===== src/rtl/tdm_tx_pkg.sv =====
package tdm_tx_pkg;
  typedef enum logic [1:0] {
    ST_IDLE   = 2'd0,
    ST_ARMED  = 2'd1,
    ST_ACTIVE = 2'd2
  } tx_state_t;
endpackage


===== src/rtl/tdm_slot_gate.sv =====
module tdm_slot_gate #(
  parameter int NUM_SLOTS = 3,
  parameter int SLOT_W    = 2
) (
  input  logic                 bit_en,
  input  logic [SLOT_W-1:0]    slot_id,
  input  logic [NUM_SLOTS-1:0] chan_sel,
  output logic                 slot_hit
);
  logic [NUM_SLOTS-1:0] match;

  genvar g;
  generate
    for (g = 0; g < NUM_SLOTS; g++) begin : g_slot
      assign match[g] = chan_sel[g] && (slot_id == SLOT_W'(g));
    end
  endgenerate

  assign slot_hit = bit_en && (|match);
endmodule


===== src/rtl/tdm_byte_shifter.sv =====
module tdm_byte_shifter #(
  parameter int DATA_W = 8
) (
  input  logic              clk,
  input  logic              rst,
  input  logic              load,
  input  logic [DATA_W-1:0] load_data,
  input  logic              shift,
  input  logic              flush,
  output logic              sh_msb,
  output logic              sh_empty,
  output logic              sh_last
);
  localparam int CNT_W = $clog2(DATA_W + 1);

  logic [DATA_W-1:0] sh_q;
  logic [CNT_W-1:0]  cnt_q;

  always_ff @(posedge clk) begin
    if (rst || flush) begin
      sh_q  <= '1;
      cnt_q <= '0;
    end else if (load) begin
      sh_q  <= {load_data[DATA_W-2:0], 1'b1};
      cnt_q <= CNT_W'(DATA_W - 1);
    end else if (shift) begin
      sh_q  <= {sh_q[DATA_W-2:0], 1'b1};
      cnt_q <= cnt_q - 1'b1;
    end
  end

  assign sh_msb   = sh_q[DATA_W-1];
  assign sh_empty = (cnt_q == '0);
  assign sh_last  = (cnt_q == CNT_W'(1));


  cnt_range_chk: assert property (@(posedge clk) disable iff (rst)
    cnt_q <= CNT_W'(DATA_W - 1));
endmodule


===== src/rtl/tdm_tx_ctrl.sv =====
module tdm_tx_ctrl
  import tdm_tx_pkg::*;
(
  input  logic clk,
  input  logic rst,
  input  logic bit_en,
  input  logic slot_hit,
  input  logic frame_sync,
  input  logic cmd_send,
  input  logic cmd_last,
  input  logic coll_det_en,
  input  logic stop_go,
  input  logic fifo_empty,
  input  logic fifo_msb,
  input  logic sh_msb,
  input  logic sh_empty,
  input  logic sh_last,
  output logic pop,
  output logic shift,
  output logic flush,
  output logic tx_data,
  output logic irq_done,
  output logic irq_retry,
  output logic irq_underrun
);
  tx_state_t st_q, st_d;
  logic last_q, last_d;
  logic live, abort, need, last_eff, fin_done, fin_under, stop_all;

  always_comb begin
    live      = (st_q == ST_ACTIVE) || ((st_q == ST_ARMED) && frame_sync);
    abort     = live && coll_det_en && stop_go;
    need      = live && slot_hit && sh_empty && !abort;
    shift     = live && slot_hit && !sh_empty && !abort;
    pop       = need && !fifo_empty;
    last_eff  = last_q || cmd_last;
    fin_done  = last_eff && fifo_empty && ((shift && sh_last) || need);
    fin_under = need && fifo_empty && !last_eff;
    stop_all  = abort || fin_done || fin_under;
    flush     = stop_all;
  end

  always_comb begin
    st_d   = st_q;
    last_d = last_q;
    unique case (st_q)
      ST_IDLE: begin
        if (cmd_send) begin
          st_d   = ST_ARMED;
          last_d = cmd_last;
        end
      end
      ST_ARMED: begin
        last_d = last_eff;
        if (frame_sync) st_d = stop_all ? ST_IDLE : ST_ACTIVE;
      end
      ST_ACTIVE: begin
        last_d = last_eff;
        if (stop_all) st_d = ST_IDLE;
      end
      default: st_d = ST_IDLE;
    endcase
    if (st_d == ST_IDLE && st_q != ST_IDLE) last_d = 1'b0;
  end

  always_ff @(posedge clk) begin
    if (rst) begin
      st_q         <= ST_IDLE;
      last_q       <= 1'b0;
      tx_data      <= 1'b1;
      irq_done     <= 1'b0;
      irq_retry    <= 1'b0;
      irq_underrun <= 1'b0;
    end else begin
      st_q         <= st_d;
      last_q       <= last_d;
      irq_done     <= fin_done;
      irq_retry    <= abort;
      irq_underrun <= fin_under;
      if (pop)                      tx_data <= fifo_msb;
      else if (shift)               tx_data <= sh_msb;
      else if (bit_en || stop_all)  tx_data <= 1'b1;
    end
  end


  idle_ones_chk: assert property (@(posedge clk) disable iff (rst)
    (st_q == ST_IDLE && bit_en) |=> tx_data);


  irq_excl_chk: assert property (@(posedge clk) disable iff (rst)
    $onehot0({irq_done, irq_retry, irq_underrun}));


  done_pulse_chk: assert property (@(posedge clk) disable iff (rst)
    irq_done |=> !irq_done);


  no_retry_chk: assert property (@(posedge clk) disable iff (rst)
    !coll_det_en |=> !irq_retry);


  retry_on_stop_chk: assert property (@(posedge clk) disable iff (rst)
    (st_q == ST_ACTIVE && coll_det_en && stop_go) |=> (irq_retry && st_q == ST_IDLE));


  no_pop_idle_chk: assert property (@(posedge clk) disable iff (rst)
    (st_q != ST_ACTIVE && !frame_sync) |-> !pop);
endmodule


===== src/rtl/tdm_xparent_tx.sv =====
module tdm_xparent_tx #(
  parameter int DATA_W    = 8,
  parameter int NUM_SLOTS = 3,
  parameter int SLOT_W    = 2
) (
  input  logic                 clk,
  input  logic                 rst,
  input  logic                 frame_sync,
  input  logic                 bit_en,
  input  logic [SLOT_W-1:0]    slot_id,
  input  logic [NUM_SLOTS-1:0] chan_sel,
  input  logic                 cmd_send,
  input  logic                 cmd_last,
  input  logic                 coll_det_en,
  input  logic                 stop_go,
  input  logic                 fifo_empty,
  input  logic [DATA_W-1:0]    fifo_rdata,
  output logic                 fifo_rd,
  output logic                 tx_data,
  output logic                 irq_done,
  output logic                 irq_retry,
  output logic                 irq_underrun
);
  logic slot_hit, shift, flush, sh_msb, sh_empty, sh_last;

  tdm_slot_gate #(.NUM_SLOTS(NUM_SLOTS), .SLOT_W(SLOT_W)) u_gate (
    .bit_en   (bit_en),
    .slot_id  (slot_id),
    .chan_sel (chan_sel),
    .slot_hit (slot_hit)
  );

  tdm_byte_shifter #(.DATA_W(DATA_W)) u_shift (
    .clk       (clk),
    .rst       (rst),
    .load      (fifo_rd),
    .load_data (fifo_rdata),
    .shift     (shift),
    .flush     (flush),
    .sh_msb    (sh_msb),
    .sh_empty  (sh_empty),
    .sh_last   (sh_last)
  );

  tdm_tx_ctrl u_ctrl (
    .clk          (clk),
    .rst          (rst),
    .bit_en       (bit_en),
    .slot_hit     (slot_hit),
    .frame_sync   (frame_sync),
    .cmd_send     (cmd_send),
    .cmd_last     (cmd_last),
    .coll_det_en  (coll_det_en),
    .stop_go      (stop_go),
    .fifo_empty   (fifo_empty),
    .fifo_msb     (fifo_rdata[DATA_W-1]),
    .sh_msb       (sh_msb),
    .sh_empty     (sh_empty),
    .sh_last      (sh_last),
    .pop          (fifo_rd),
    .shift        (shift),
    .flush        (flush),
    .tx_data      (tx_data),
    .irq_done     (irq_done),
    .irq_retry    (irq_retry),
    .irq_underrun (irq_underrun)
  );


  rd_needs_data_chk: assert property (@(posedge clk) disable iff (rst)
    fifo_rd |-> (bit_en && !fifo_empty));
endmodule


===== config.mk =====
export PLATFORM = sky130hd
export DESIGN_NAME = tdm_xparent_tx
export DESIGN_NICKNAME = d
export VERILOG_FILES = /design/src/rtl/tdm_tx_pkg.sv /design/src/rtl/tdm_slot_gate.sv /design/src/rtl/tdm_byte_shifter.sv /design/src/rtl/tdm_tx_ctrl.sv /design/src/rtl/tdm_xparent_tx.sv
export SDC_FILE = /design/constraint.sdc
export NUM_CORES = 1
export LEC_CHECK = 0
export BUFFER_PORTS_ARGS = -buffer_cell sky130_fd_sc_hd__buf_2
export CAP_MARGIN = 25
export CORE_MARGIN = 4
export CORE_UTILIZATION = 49
export CTS_BUF_LIST = sky130_fd_sc_hd__clkbuf_4 sky130_fd_sc_hd__clkbuf_8
export CTS_CLUSTER_DIAMETER = 50
export DETAILED_ROUTE_END_ITERATION = 8
export HOLD_SLACK_MARGIN = 0.08
export PLACE_DENSITY_LB_ADDON = 0.05
export SLEW_MARGIN = 40
export SYNTH_ARGS = -nofsm -noshare
export SYNTH_HDL_FRONTEND = slang
export SYNTH_SLANG_ARGS = --single-unit

===== constraint.sdc =====
create_clock -name clk -period 1.84 [get_ports clk]
set_input_delay 0.368 -clock clk [delete_from_list [all_inputs] [get_ports clk]]
set_output_delay 0.368 -clock clk [all_outputs]
set_load 0.1 [all_outputs]

# After elaboration in Yosys (flattened, before gate mapping)

Cells that the tools add are included.

$add $sub $neg: 1
Equal/unequal tests: 6
Muxes and demuxes: 14
Reduce and logical (&&, ||, !) cells: 43

Operator list:

| operator                                         | number |
|---|---|
| logical AND 1 bit                                | 19 |
| two-way mux 8 bit                                | 2 |
| two-way mux 2 bit                                | 4 |
| logical OR 1 bit                                 | 7 |
| zero test 2 bit                                  | 3 |
| two-way mux 3 bit                                | 2 |
| one-hot mux 2 bit (3 select lines)               | 1 |
| nonzero test 2 bit                               | 3 |
| OR reduction 2 bit                               | 3 |
| == test 2 x 1 -> 1 bit, second input constant    | 2 |
| == test 2 bit, second input constant             | 2 |
| == test 4 x 1 -> 1 bit, second input constant    | 1 |
| zero test 1 bit                                  | 4 |
| zero test 4 bit                                  | 1 |
| two-way mux 1 bit                                | 4 |
| subtractor 4 x 1 -> 4 bit, second input constant | 1 |
| nonzero test 3 bit                               | 1 |
| OR reduction 3 bit                               | 1 |
| inequality test 2 bit, second input constant     | 1 |
| one-hot mux 1 bit (2 select lines)               | 1 |
| AND reduction 2 bit                              | 1 |

Register bits after elaboration: 18
Bits of input ports: 22
Output and inout port bits: 5
Logic and storage cells: 73

# Depth between registers and ports, before layout

Gate-level depths: netlist of run 1.

Depth after elaboration: 18
Gate-level depth with buffers: 8
Depth with buffers taken out: 7

# By module

From an unflattened synthesis of run 1, not the netlist that was laid out.

Cells, all modules: 112
Area total of the unflattened synthesis: 1093.5 µm²

By module, submodules not included:

| module           | instances | cells an instance | area each (µm²) | sequential area each (µm²) |
|---|---|---|---|---|
| tdm_byte_shifter | 1         | 56                | 618.1           | 220.2 |
| tdm_tx_ctrl      | 1         | 52                | 446.7           | 140.1 |
| tdm_slot_gate    | 1         | 4                 | 28.8            | 0.0 |

# Worst setup path before layout of run 1

Ideal clock, no wire load.

Path kind: register to output
Start point: register u_ctrl.st_q[0]
End point: output port fifo_rd
Data arrival time: 3293 ps
Required time: 1472 ps
Path slack: -1821 ps
Stages on the path, launching flop included: 6
Path buffers: 1
Cells stage by stage: dfxtp_1 -> ha_1 -> a21oi_2 -> or3_1 -> clkbuf_2 -> nor3_1

Word-level cells in the longest chain between the ends: 8
Elaborated cells on any way between the ends: 11
Classes of those cells: eq/ne: 2; reduce/logical: 9

Ends and longest elaborated chain:

| item                           | RTL line             | RTL |
|---|---|---|
| start: declaration             | tdm_tx_ctrl.sv:26    | `tx_state_t st_q, st_d;` |
| start signal: assignment       | tdm_tx_ctrl.sv:75    | `st_q <= st_d;` |
| == test 2 x 1 -> 1 bit         | tdm_tx_ctrl.sv:31    | `live = (st_q == ST_ACTIVE) \|\| ((st_q == ST_ARMED) && frame_sync);` |
| logical AND 1 bit              | tdm_tx_ctrl.sv:31    |  |
| logical OR 1 bit *             | tdm_tx_ctrl.sv:31    |  |
| logical AND 1 bit (2 in a row) | tdm_tx_ctrl.sv:32    | `abort = live && coll_det_en && stop_go;` |
| zero test 1 bit                | tdm_tx_ctrl.sv:33    | `need = live && slot_hit && sh_empty && !abort;` |
| logical AND 1 bit *            | tdm_tx_ctrl.sv:33    |  |
| logical AND 1 bit *            | tdm_tx_ctrl.sv:35    | `pop = need && !fifo_empty;` |
| end: declaration               | tdm_xparent_tx.sv:18 | `output logic fifo_rd,` |

Every way passes the cells marked *; elsewhere a longest branch is shown, timed or not.

# Worst setup path in the final report of run 1

Start point: register u_ctrl.st_q[1]
End point: output port fifo_rd

The elaborated chain is that of the path after synthesis.

==> flow_metrics.py, run 1 <==
metrics = {
    "run_status": {
        "outcome": "finished, violations left",
        "violations": "setup timing",
    },
    "layout": {
        "final_cells": 203,
        "stdcell_area_um2": 1480,
        "nNetsFinal": 205,
        "synthToLayoutAreaGrowth_pct": 35.8,
        "utilization_pct": 72.3,
        "drive_above_1_share_pct": 35.8,
        "antenna_cells": 0,
    },
    "grt": {
        "grt_antenna_before_repair": 0,
        "grt_pass1_vias": 946,
        "grt_max_degree": 12,
        "grt_util_all_layers_pct": 19.0,
        "overflow": 0,
        "grt_pass1_wl_um": 4070,
    },
    "cts": {
        "root_buffer": "clkbuf_4",
        "htree_levels": 1,
        "cts_tree": "done",
        "cts_buffers": 3,
        "numClockSinks": 18,
        "clk_pin_slew_ns": 0.10,
        "clk_path_buf_depth": 2,
        "clkLatencyLatePin_ns": 0.29,
        "hold_buffers": 0,
    },
    "pwr": {
        "ir_drop_mv": 0.461,
        "pwr-share-clk_pct": 28.8,
        "p_int_w": 0.000610,
        "power_leakage_nw": 0.620,
        "p_seq_share_pct": 48.5,
        "power.density_nw_per_um2": 571,
        "p_total_w": 0.000843,
        "combPwrFrac_pct": 22.7,
        "swShare_pct": 27.6,
        "power_switching_w": 0.000233,
    },
    "setup_path": {
        "regToRegEndpoint": "u_shift.cnt_q[3]",
        "cp-endpoint": "fifo_rd",
        "startpoint_type": "flop",
        "critPathSlowestCell": "dfxtp_4",
        "crit_type": "reg2out",
        "r2r_slack_ns": 0,
        "required_ns": 1.47,
        "max_stage_delay_ns": 0.39,
        "r2r_cells": 7,
        "critPathMaxFanout": 4,
        "regToRegStartpoint": "u_ctrl.st_q[1]",
        "worstSetupEndpointType": "output pin",
        "crit_chain": "inv_4, ha_4, a21oi_4, or3_4, nor3_4, buf_12",
        "critPathArrivalTime_ns": 1.63,
        "worstSetupStartpoint": "u_ctrl.st_q[1]",
    },
    "floorplanning": {
        "fp.dieW_um": 55.1,
        "initial_core_util_pct": 53.2,
        "die-area_um2": 3040,
        "core_area_um2": 2040,
        "rows": 16,
        "boundaryPins": 27,
        "die_height_um": 55.1,
    },
    "placed_design": {
        "dp.cells": 196,
        "dpl-instance-area_um2": 1390,
        "portBuffers": 26,
        "place_ws_ns": -0.0803,
        "globalplace.congestion": 0.834,
        "dp_hpwl_um": 1930,
    },
    "synthesis": {
        "synth_edf_count": 0,
        "yosysWarnings": 0,
        "async_reset_ff_share_pct": 0,
        "syn_area_per_cell_um2": 7.99,
        "yosys_register_bits": 18,
        "yosysSeqAreaShare_pct": 33.1,
        "synth.distinct_cells": 36,
        "syn_area_um2": 1090,
        "netlist_instances": 136,
        "syn-num-nets": 164,
        "dominantRegCellSynth": "dfxtp_1",
    },
    "detailed_routing": {
        "vias": 1092,
        "vias_per_cell": 5.38,
        "first_pass_iters": 4,
        "drtIter0Drc": 22,
        "routed_wl_um": 2550,
        "drc_errors": 0,
        "wl_per_cell_um": 12.5,
        "ant_nets": 0,
    },
    "sta": {
        "setup_viol": 2,
        "setup_slack_ns": -0.155,
        "fmax_mhz": 501,
        "slew_headroom_pct": 67.6,
        "tightest_slew_ns": 0.489,
        "finalCritPeriodShare_pct": 108,
        "rsz0062_at_grt": "yes",
        "hold_viol": 0,
        "skew_ns": 0.00404,
        "maxSlewViolCount": 0,
        "finalCriticalPeriod_ns": 1.99,
    },
    "run": {
        "maxCapViolCount": 0,
    },
    "min_path": {
        "hold_class": "in2reg",
    },
}
-- synthesized netlist by cell type, types with 3 or more instances --
| library cell | instances | area share (%) |
|---|---|---|
| ha_1 | 6 | 6.9 |
| o21ai_0 | 13 | 6.0 |
| inv_1 | 6 | 2.1 |
| dfxtp_1 | 18 | 33 |
| nor2_1 | 18 | 6.2 |
| nand3_1 | 4 | 1.8 |
| o21a_1 | 10 | 6.9 |
| clkbuf_1 | 6 | 2.1 |
| a21oi_1 | 4 | 1.8 |
| nand2b_1 | 3 | 1.7 |
| nor3_1 | 15 | 6.9 |
| nand2_1 | 3 | 1.0 |
-- critical path, delay by kind of cell, from the launching register on --
family / cells / cell delay (ns)
AO/OA/AOI/OAI: 1 / 0.05
AND/OR/NAND/NOR: 2 / 0.50
flip-flops: 1 / 0.39
adder cells (fa/ha/maj): 1 / 0.13
buffers and inverters: 2 / 0.26
-- per-stage QoR --
stage | TNS [ns] | hold slack [ns]
2_1_floorplan | -0.419 | 0.483
3_3_place_gp | -0.0524 | 0.495
3_5_place_dp | -0.155 | 0.503
4_1_cts | -0.213 | 0.346
5_1_grt | -0.265 | 0.367
6_report | -0.155 | 0.358
-- worst min path at each step --
stage / slack [ns] / startpoint / cells after the start / end
global route: 0.37 / rst / 2 / u_ctrl.irq_retry
finish: 0.36 / fifo_rdata[0] / 3 / u_shift.sh_q[1]
CTS: 0.35 / rst / 2 / u_ctrl.st_q[1]
global placement: 0.49 / u_shift.sh_q[3] / 2 / u_shift.sh_q[3]
floorplan: 0.48 / u_shift.cnt_q[3] / 2 / u_shift.cnt_q[3]
detailed placement: 0.50 / u_shift.sh_q[3] / 2 / u_shift.sh_q[3]
-- state kept, by name, indices dropped and copies added, names as in the netlist --
register and cells:
u_shift.sh_q 7, u_ctrl.irq_done 1, u_ctrl.tx_data 1, u_ctrl.st_q 2, u_ctrl.irq_retry 1, u_ctrl.irq_underrun 1, u_ctrl.last_q 1, u_shift.cnt_q 4
-- final cells by class --
type                            count  area, µm²
Clock buffer                        4       36.3
Fill cell                         196        566
Inverter                            6       27.5
Multi-Input combinational cell    105        733
Sequential cell                    18        369
Tap cell                           27       33.8
Timing Repair Buffer               43        277
-- power groups by stage --
stage | Combinational, W | Clock [W] | Sequential [W]
floorplan | 0.000110 | 0 | 0.000421
global route | 0.000212 | 0.000269 | 0.000411
CTS | 0.000191 | 0.000249 | 0.000410
detailed placement | 0.000182 | 0 | 0.000419
global placement | 0.000179 | 0 | 0.000418
finish | 0.000191 | 0.000243 | 0.000409
-- cells by family (layout without fill, tap and decap cells) --
family	after synthesis	after routing	synth area share, %
buf+inv	13	53	4.60
flops	18	18	33.1
fa+ha+maj	6	6	6.90
simple gates	56	56	26.0
compound gates	43	43	29.3
-- cells in the final DEF (no fill, tap or decap), types with 2 or more instances in the layout --
cell	count
buf_4	16
and2_1	2
ha_1	4
a21oi_1	4
buf_2	25
inv_1	4
nand2_1	3
o221ai_1	2
o211a_1	2
dfxtp_1	15
ha_4	2
o21a_1	10
o21ai_0	13
clkbuf_4	3
nand3b_1	2
nand2b_1	3
inv_4	2
dfxtp_4	2
nor2_1	18
nor3_1	14
nand3_1	4
a21o_1	2
-- metal layers --
| layer | GRT usage (%) | up-vias | share of wire, % |
|---|---|---|---|
| met5 | 0 | - | 0 |
| met4 | 7.29 | 0 | 1.3 |
| met3 | 3.49 | 4 | 5.9 |
| met2 | 29.9 | 25 | 42 |
| met1 | 25.5 | 492 | 50 |
| li1 | - | 571 | - |
-- what timing repair did --
action,CTS,global route
pin swaps,5,2
hold endpoints to repair,0,0
buffers inserted,3,0
gates resized for setup,5,4
setup endpoints to repair,2,8
(Power assumes the default switching activity.)
==> inputs of run 2 (changes only) <==
--- a/config.mk
+++ b/config.mk
@@ -13,7 +13,7 @@
 export CTS_CLUSTER_DIAMETER = 50
 export DETAILED_ROUTE_END_ITERATION = 8
 export HOLD_SLACK_MARGIN = 0.08
-export PLACE_DENSITY_LB_ADDON = 0.05
+export PLACE_DENSITY = 0.77
 export SLEW_MARGIN = 40
 export SYNTH_ARGS = -nofsm -noshare
 export SYNTH_HDL_FRONTEND = slang
==> run 2 against run 1 <==
  * The flow still finishes with violations (setup timing)
  * First-iteration DRC count is 32% higher
  * Wire length is 8.0% higher
  * Total power is 1.9% higher
  * Clock-buffer cell count stayed put
  * Largest power group unchanged
==> flow_metrics.py, run 2 (synthesized netlist as in run 1, its figures left out) <==
metrics = {
    "pwr": {
        "power_switching_w": 0.000241,
        "pwr-share-clk_pct": 28.3,
        "power.density_nw_per_um2": 568,
        "ir_drop_mv": 0.402,
        "power_leakage_nw": 0.641,
        "swShare_pct": 28.1,
        "combPwrFrac_pct": 24.1,
        "p_int_w": 0.000618,
        "p_seq_share_pct": 47.6,
    },
    "detailed_routing": {
        "vias_per_cell": 5.80,
        "vias": 1201,
        "drtIter0Drc": 29,
        "routed.top_layer": "met4",
        "dr_wl_met2_um": 1370,
        "first_pass_iters": 4,
        "met1Wirelength_um": 1220,
        "drc_errors": 0,
        "ant_nets": 0,
        "wl_per_cell_um": 13.3,
        "wl_met3_um": 150,
        "routed_wl_um": 2750,
    },
    "setup_path": {
        "required_ns": 1.47,
        "crit_chain": "inv_4, ha_4, a21oi_4, or3_4, nor3_4, buf_12",
        "crit_type": "reg2out",
        "max_stage_delay_ns": 0.38,
        "critPathSlowestCell": "dfxtp_4",
        "critPathArrivalTime_ns": 1.65,
        "worstSetupEndpointType": "output pin",
        "startpoint_type": "flop",
        "critPathMaxFanout": 3,
    },
    "floorplanning": {
        "fp.dieW_um": 55.1,
        "boundaryPins": 27,
        "die-area_um2": 3040,
        "initial_core_util_pct": 53.2,
        "core_area_um2": 2040,
        "rows": 16,
        "die_height_um": 55.1,
    },
    "layout": {
        "synthToLayoutAreaGrowth_pct": 39.1,
        "drive_above_1_share_pct": 37.8,
        "multi_input_area_um2": 736,
        "top_regs": "u_shift.sh_q x7, u_shift.cnt_q x4, u_ctrl.st_q x2",
        "top_register": "u_shift.sh_q",
        "register_area_um2": 369,
        "largest_reg_flops": 7,
        "layout_commonest_cell": "buf_2",
        "final_cell_mix": "buf_2 (25), buf_4 (19), nor2_1 (18)",
        "nNetsFinal": 209,
        "final_cells": 207,
        "antenna_cells": 0,
        "fillers": 154,
    },
    "sta": {
        "fmax_mhz": 495,
        "slew_headroom_pct": 67.6,
        "setup_slack_ns": -0.182,
        "maxSlewViolCount": 0,
        "hold_viol": 0,
        "timing.hold.ws_ns": 0.344,
        "skew_ns": 0.00638,
        "finalCriticalPeriod_ns": 2.02,
        "finalCritPeriodShare_pct": 110,
        "setup_viol": 2,
        "tightest_slew_ns": 0.489,
        "rsz0062_at_grt": "yes",
    },
    "placed_design": {
        "portBuffers": 26,
        "globalplace.congestion": 0.828,
        "dp_hpwl_um": 2030,
        "dp.cells": 197,
    },
    "grt": {
        "overflow": 0,
        "grt_max_degree": 12,
        "grt_antenna_before_repair": 0,
        "grt_pass1_vias": 1151,
        "grt_util_all_layers_pct": 22.1,
        "grt_pass1_wl_um": 4890,
    },
    "cts": {
        "cts_buffers": 3,
        "clkLatencyLatePin_ns": 0.30,
        "root_buffer": "clkbuf_4",
        "cts_tree": "done",
        "hold_buffers": 0,
        "clk_path_buf_depth": 2,
        "numClockSinks": 18,
        "clk_pin_slew_ns": 0.10,
        "htree_levels": 1,
    },
    "run_status": {
        "violations": "setup timing",
        "outcome": "finished, violations left",
    },
    "min_path": {
        "hold_class": "in2reg",
    },
    "run": {
        "maxCapViolCount": 0,
    },
}
[run 2: cell types whose count changed in the layout (fill, tap and decap cells not counted), sizes merged]
| cell | change |
|---|---|
| buf | +4 |
[run 2: timing repair]
action,4_1_cts,5_1_grt
buffers inserted,3,3
gates cloned,0,0
resized for setup,5,6
endpoints found under the setup margin,2,11
pin swaps,4,2
[run 2: routing by layer]
layer | vias up | track usage, %
met2 | 28 | 38.8
met3 | 2 | 5.36
met4 | 0 | 4.86
li1 | 581 | -
met1 | 590 | 27.1
met5 | - | 0
[run 2: stage by stage]
| step | worst slack (ns) | total power (W) | util (%) | setup TNS, ns | cell area, µm² |
|---|---|---|---|---|---|
| 4_1_cts | -0.238 | 0.000858 | 72.1 | -0.241 | 1470 |
| 5_1_grt | -0.226 | 0.000905 | 74.1 | -0.392 | 1510 |
| 2_1_floorplan | -0.419 | 0.000532 | - | -0.419 | 1140 |
| 3_3_place_gp | -0.0744 | 0.000601 | 68.4 | -0.125 | 1400 |
| 3_5_place_dp | -0.111 | 0.000608 | 68.4 | -0.212 | 1400 |
| 6_report | -0.182 | 0.000859 | 74.1 | -0.294 | 1510 |
[run 2: final timing paths]
check	to	cells past startpoint	slack, ns	start
hold / removal	u_shift.sh_q[1]	3	0.34	fifo_rdata[0]
setup / recovery	fifo_rd	6	-0.18	u_ctrl.st_q[0]
setup reg to reg	u_shift.cnt_q[3]	8	-0.11	u_ctrl.st_q[0]
hold reg to reg	u_shift.sh_q[3]	2	0.52	u_shift.sh_q[3]
[run 2: power groups by stage]
stage,registers (W),logic (W),clock network [W]
finish,0.000409,0.000207,0.000243
global route,0.000411,0.000226,0.000268
detailed placement,0.000418,0.000190,0
CTS,0.000409,0.000197,0.000252
global placement,0.000417,0.000184,0
floorplan,0.000421,0.000110,0
[run 2: area by class of cell]
| type | instances | area share [%] |
|---|---|---|
| tap | 27 | 2.23 |
| multi-input combinational | 105 | 48.6 |
| clock buffer | 4 | 2.40 |
| inverter | 6 | 1.82 |
| timing repair buffer | 47 | 20.5 |
| sequential | 18 | 24.4 |
[run 2: worst max-delay path, delay by kind of cell, from the launching register on]
| kind | cells | cell delay, ns |
|---|---|---|
| compound gates | 1 | 0.03 |
| fa+ha+maj | 1 | 0.15 |
| buf+inv | 2 | 0.27 |
| simple gates | 2 | 0.53 |
| flops | 1 | 0.38 |
==> inputs of run 3 (changes only) <==
--- a/config.mk
+++ b/config.mk
@@ -7,13 +7,14 @@
 export LEC_CHECK = 0
 export BUFFER_PORTS_ARGS = -buffer_cell sky130_fd_sc_hd__buf_2
 export CAP_MARGIN = 25
+export CORE_ASPECT_RATIO = 1.4
 export CORE_MARGIN = 4
-export CORE_UTILIZATION = 49
+export CORE_UTILIZATION = 58
 export CTS_BUF_LIST = sky130_fd_sc_hd__clkbuf_4 sky130_fd_sc_hd__clkbuf_8
 export CTS_CLUSTER_DIAMETER = 50
 export DETAILED_ROUTE_END_ITERATION = 8
 export HOLD_SLACK_MARGIN = 0.08
-export PLACE_DENSITY = 0.77
+export PLACE_DENSITY = 0.86
 export SLEW_MARGIN = 40
 export SYNTH_ARGS = -nofsm -noshare
 export SYNTH_HDL_FRONTEND = slang
==> constraint.sdc (replaced) <==
create_clock -name clk -period 2.5 [get_ports clk]
set_input_delay 0.5 -clock clk [delete_from_list [all_inputs] [get_ports clk]]
set_output_delay 0.5 -clock clk [all_outputs]
set_load 0.1 [all_outputs]
==> run 3 against run 2 <==
  * The flow now finishes without violations
  * Sequential power down 26%
  * Largest power group unchanged
  * Die area down 13%
  * Sequential share of layout area up 3.0 points
  * Final cell count down 12%
  * Total power down 30%
  * Flip-flop and latch count unchanged
  * Clock power down 26%
  * Via count down 12%
  * First-iteration DRC count down 17%
  * Final area down 13%
  * Largest cell class unchanged
==> flow_metrics.py, run 3 (synthesized netlist as in run 1, its figures left out) <==
metrics = {
    "setup_path": {
        "critPathArrivalTime_ns": 1.85,
        "r2r_slack_ns": 0.47,
        "max_stage_delay_ns": 0.39,
        "regToRegStartpoint": "u_shift.cnt_q[0]",
        "crit_type": "reg2out",
        "startpoint_type": "flop",
        "r2r_cells": 6,
        "crit_chain": "inv_1, ha_2, a21oi_2, or3_4, nor3_4, buf_12",
        "regToRegEndpoint": "u_shift.sh_q[3]",
        "worstSetupEndpointType": "output pin",
        "critPathSlowestCell": "or3_4",
        "required_ns": 2.00,
        "critPathMaxFanout": 6,
        "worstSetupStartpoint": "u_ctrl.st_q[0]",
    },
    "sta": {
        "finalCritPeriodShare_pct": 94.0,
        "slew_headroom_pct": 53.4,
        "tightest_slew_ns": 0.700,
        "skew_ns": 0.00631,
        "rsz0062_at_grt": "no",
        "finalCriticalPeriod_ns": 2.35,
        "maxSlewViolCount": 0,
        "setup_viol": 0,
        "timing.hold.ws_ns": 0.477,
        "tns_ns": 0,
        "fmax_mhz": 426,
        "hold_viol": 0,
    },
    "floorplanning": {
        "boundaryPins": 27,
        "die_height_um": 59.2,
        "rows": 18,
        "fp.dieW_um": 44.6,
        "core_area_um2": 1780,
        "die-area_um2": 2640,
        "initial_core_util_pct": 61.1,
    },
    "cts": {
        "hold_buffers": 0,
        "cts_tree": "done",
        "numClockSinks": 18,
        "post_cts_buffers": 0,
        "clk_path_buf_depth": 2,
        "htree_levels": 1,
        "root_buffer": "clkbuf_4",
        "clkLatencyLatePin_ns": 0.30,
        "clk_pin_slew_ns": 0.10,
        "cts_buffers": 3,
    },
    "detailed_routing": {
        "routed_wl_um": 2440,
        "vias": 1054,
        "ant_nets": 0,
        "first_pass_iters": 4,
        "vias_per_cell": 5.79,
        "wl_per_cell_um": 13.4,
        "drc_errors": 0,
        "drtIter0Drc": 24,
    },
    "min_path": {
        "hold_class": "in2reg",
        "holdPathStages": 2,
        "min_to": "u_ctrl.st_q[1]",
        "hold_start": "rst",
    },
    "placed_design": {
        "dp_hpwl_um": 1860,
        "globalplace.congestion": 0.794,
        "dp.cells": 178,
        "portBuffers": 26,
    },
    "layout": {
        "top_regs": "u_shift.sh_q x7, u_shift.cnt_q x4, u_ctrl.st_q x2",
        "largest_reg_flops": 7,
        "synthToLayoutAreaGrowth_pct": 21.5,
        "nNetsFinal": 191,
        "fillers": 152,
        "antenna_cells": 0,
        "layout_commonest_cell": "buf_2",
        "final_cells": 182,
        "final_cell_mix": "buf_2 (25), nor2_1 (18), dfxtp_1 (17)",
        "drive_above_1_share_pct": 26.5,
        "top_register": "u_shift.sh_q",
    },
    "run": {
        "maxCapViolCount": 0,
    },
    "pwr": {
        "power_leakage_nw": 0.549,
        "power.density_nw_per_um2": 454,
        "ir_drop_mv": 0.346,
    },
    "grt": {
        "grt_pass1_wl_um": 4180,
        "grt_antenna_before_repair": 0,
        "grt_max_degree": 13,
        "grt_util_all_layers_pct": 20.9,
        "overflow": 0,
        "grt_pass1_vias": 1020,
    },
    "run_status": {
        "outcome": "finished clean",
    },
}
-- run 3: report_power, final --
group	internal [W]	switching, W	leakage [nW]
sequential	0.000293	0.00000784	0.146
clock	0.0000889	0.0000908	0.0210
combinational	0.0000510	0.0000677	0.381
total	0.000433	0.000166	0.549
-- run 3: metrics by stage --
| stage | setup WS (ns) | utilization (%) | total power [W] | area [µm²] |
|---|---|---|---|---|
| global route | 0.0488 | 74.3 | 0.000630 | 1320 |
| global placement | 0.252 | 71.0 | 0.000417 | 1260 |
| CTS | 0.0190 | 73.3 | 0.000598 | 1310 |
| finish | 0.150 | 74.3 | 0.000600 | 1320 |
| floorplan | 0.0136 | - | 0.000383 | 1100 |
| detailed placement | 0.224 | 71.0 | 0.000421 | 1260 |
-- run 3: what timing repair did --
action / CTS / global route
endpoints found under the setup margin: 1 / 1
pin swaps: 0 / 2
resized for setup: 1 / 4
-- run 3: layout make-up --
class,count,area (µm²),share of cell area [%]
Multi-Input combinational cell,105,708,53.6
Timing Repair Buffer,29,168,12.7
Clock buffer,4,36.3,2.75
Inverter,6,22.5,1.70
Tap cell,20,25.0,1.89
Sequential cell,18,362,27.4
-- run 3: worst max-delay path: cells and delay by family (launching register included) --
family | cells | cell delay (ns)
adders and majority gates | 1 | 0.21
and+or+nand+nor | 2 | 0.61
DFF | 1 | 0.37
AOI/OAI and AO/OA | 1 | 0.08
buffers and inverters | 2 | 0.29
-- run 3: layer usage --
layer	global-route usage [%]	wire length [µm]
met5	0	0
met4	9.05	44
met3	2.43	96
met2	39.2	1290
met1	22.5	1010
-- run 3: worst max path at each step --
stage          slack, ns       to  depth (start not counted)
5_1_grt             0.05  fifo_rd                          6
3_5_place_dp        0.22  fifo_rd                          6
4_1_cts             0.02  fifo_rd                          5
6_report            0.15  fifo_rd                          6
2_1_floorplan       0.01  fifo_rd                          5
3_3_place_gp        0.25  fifo_rd                          6
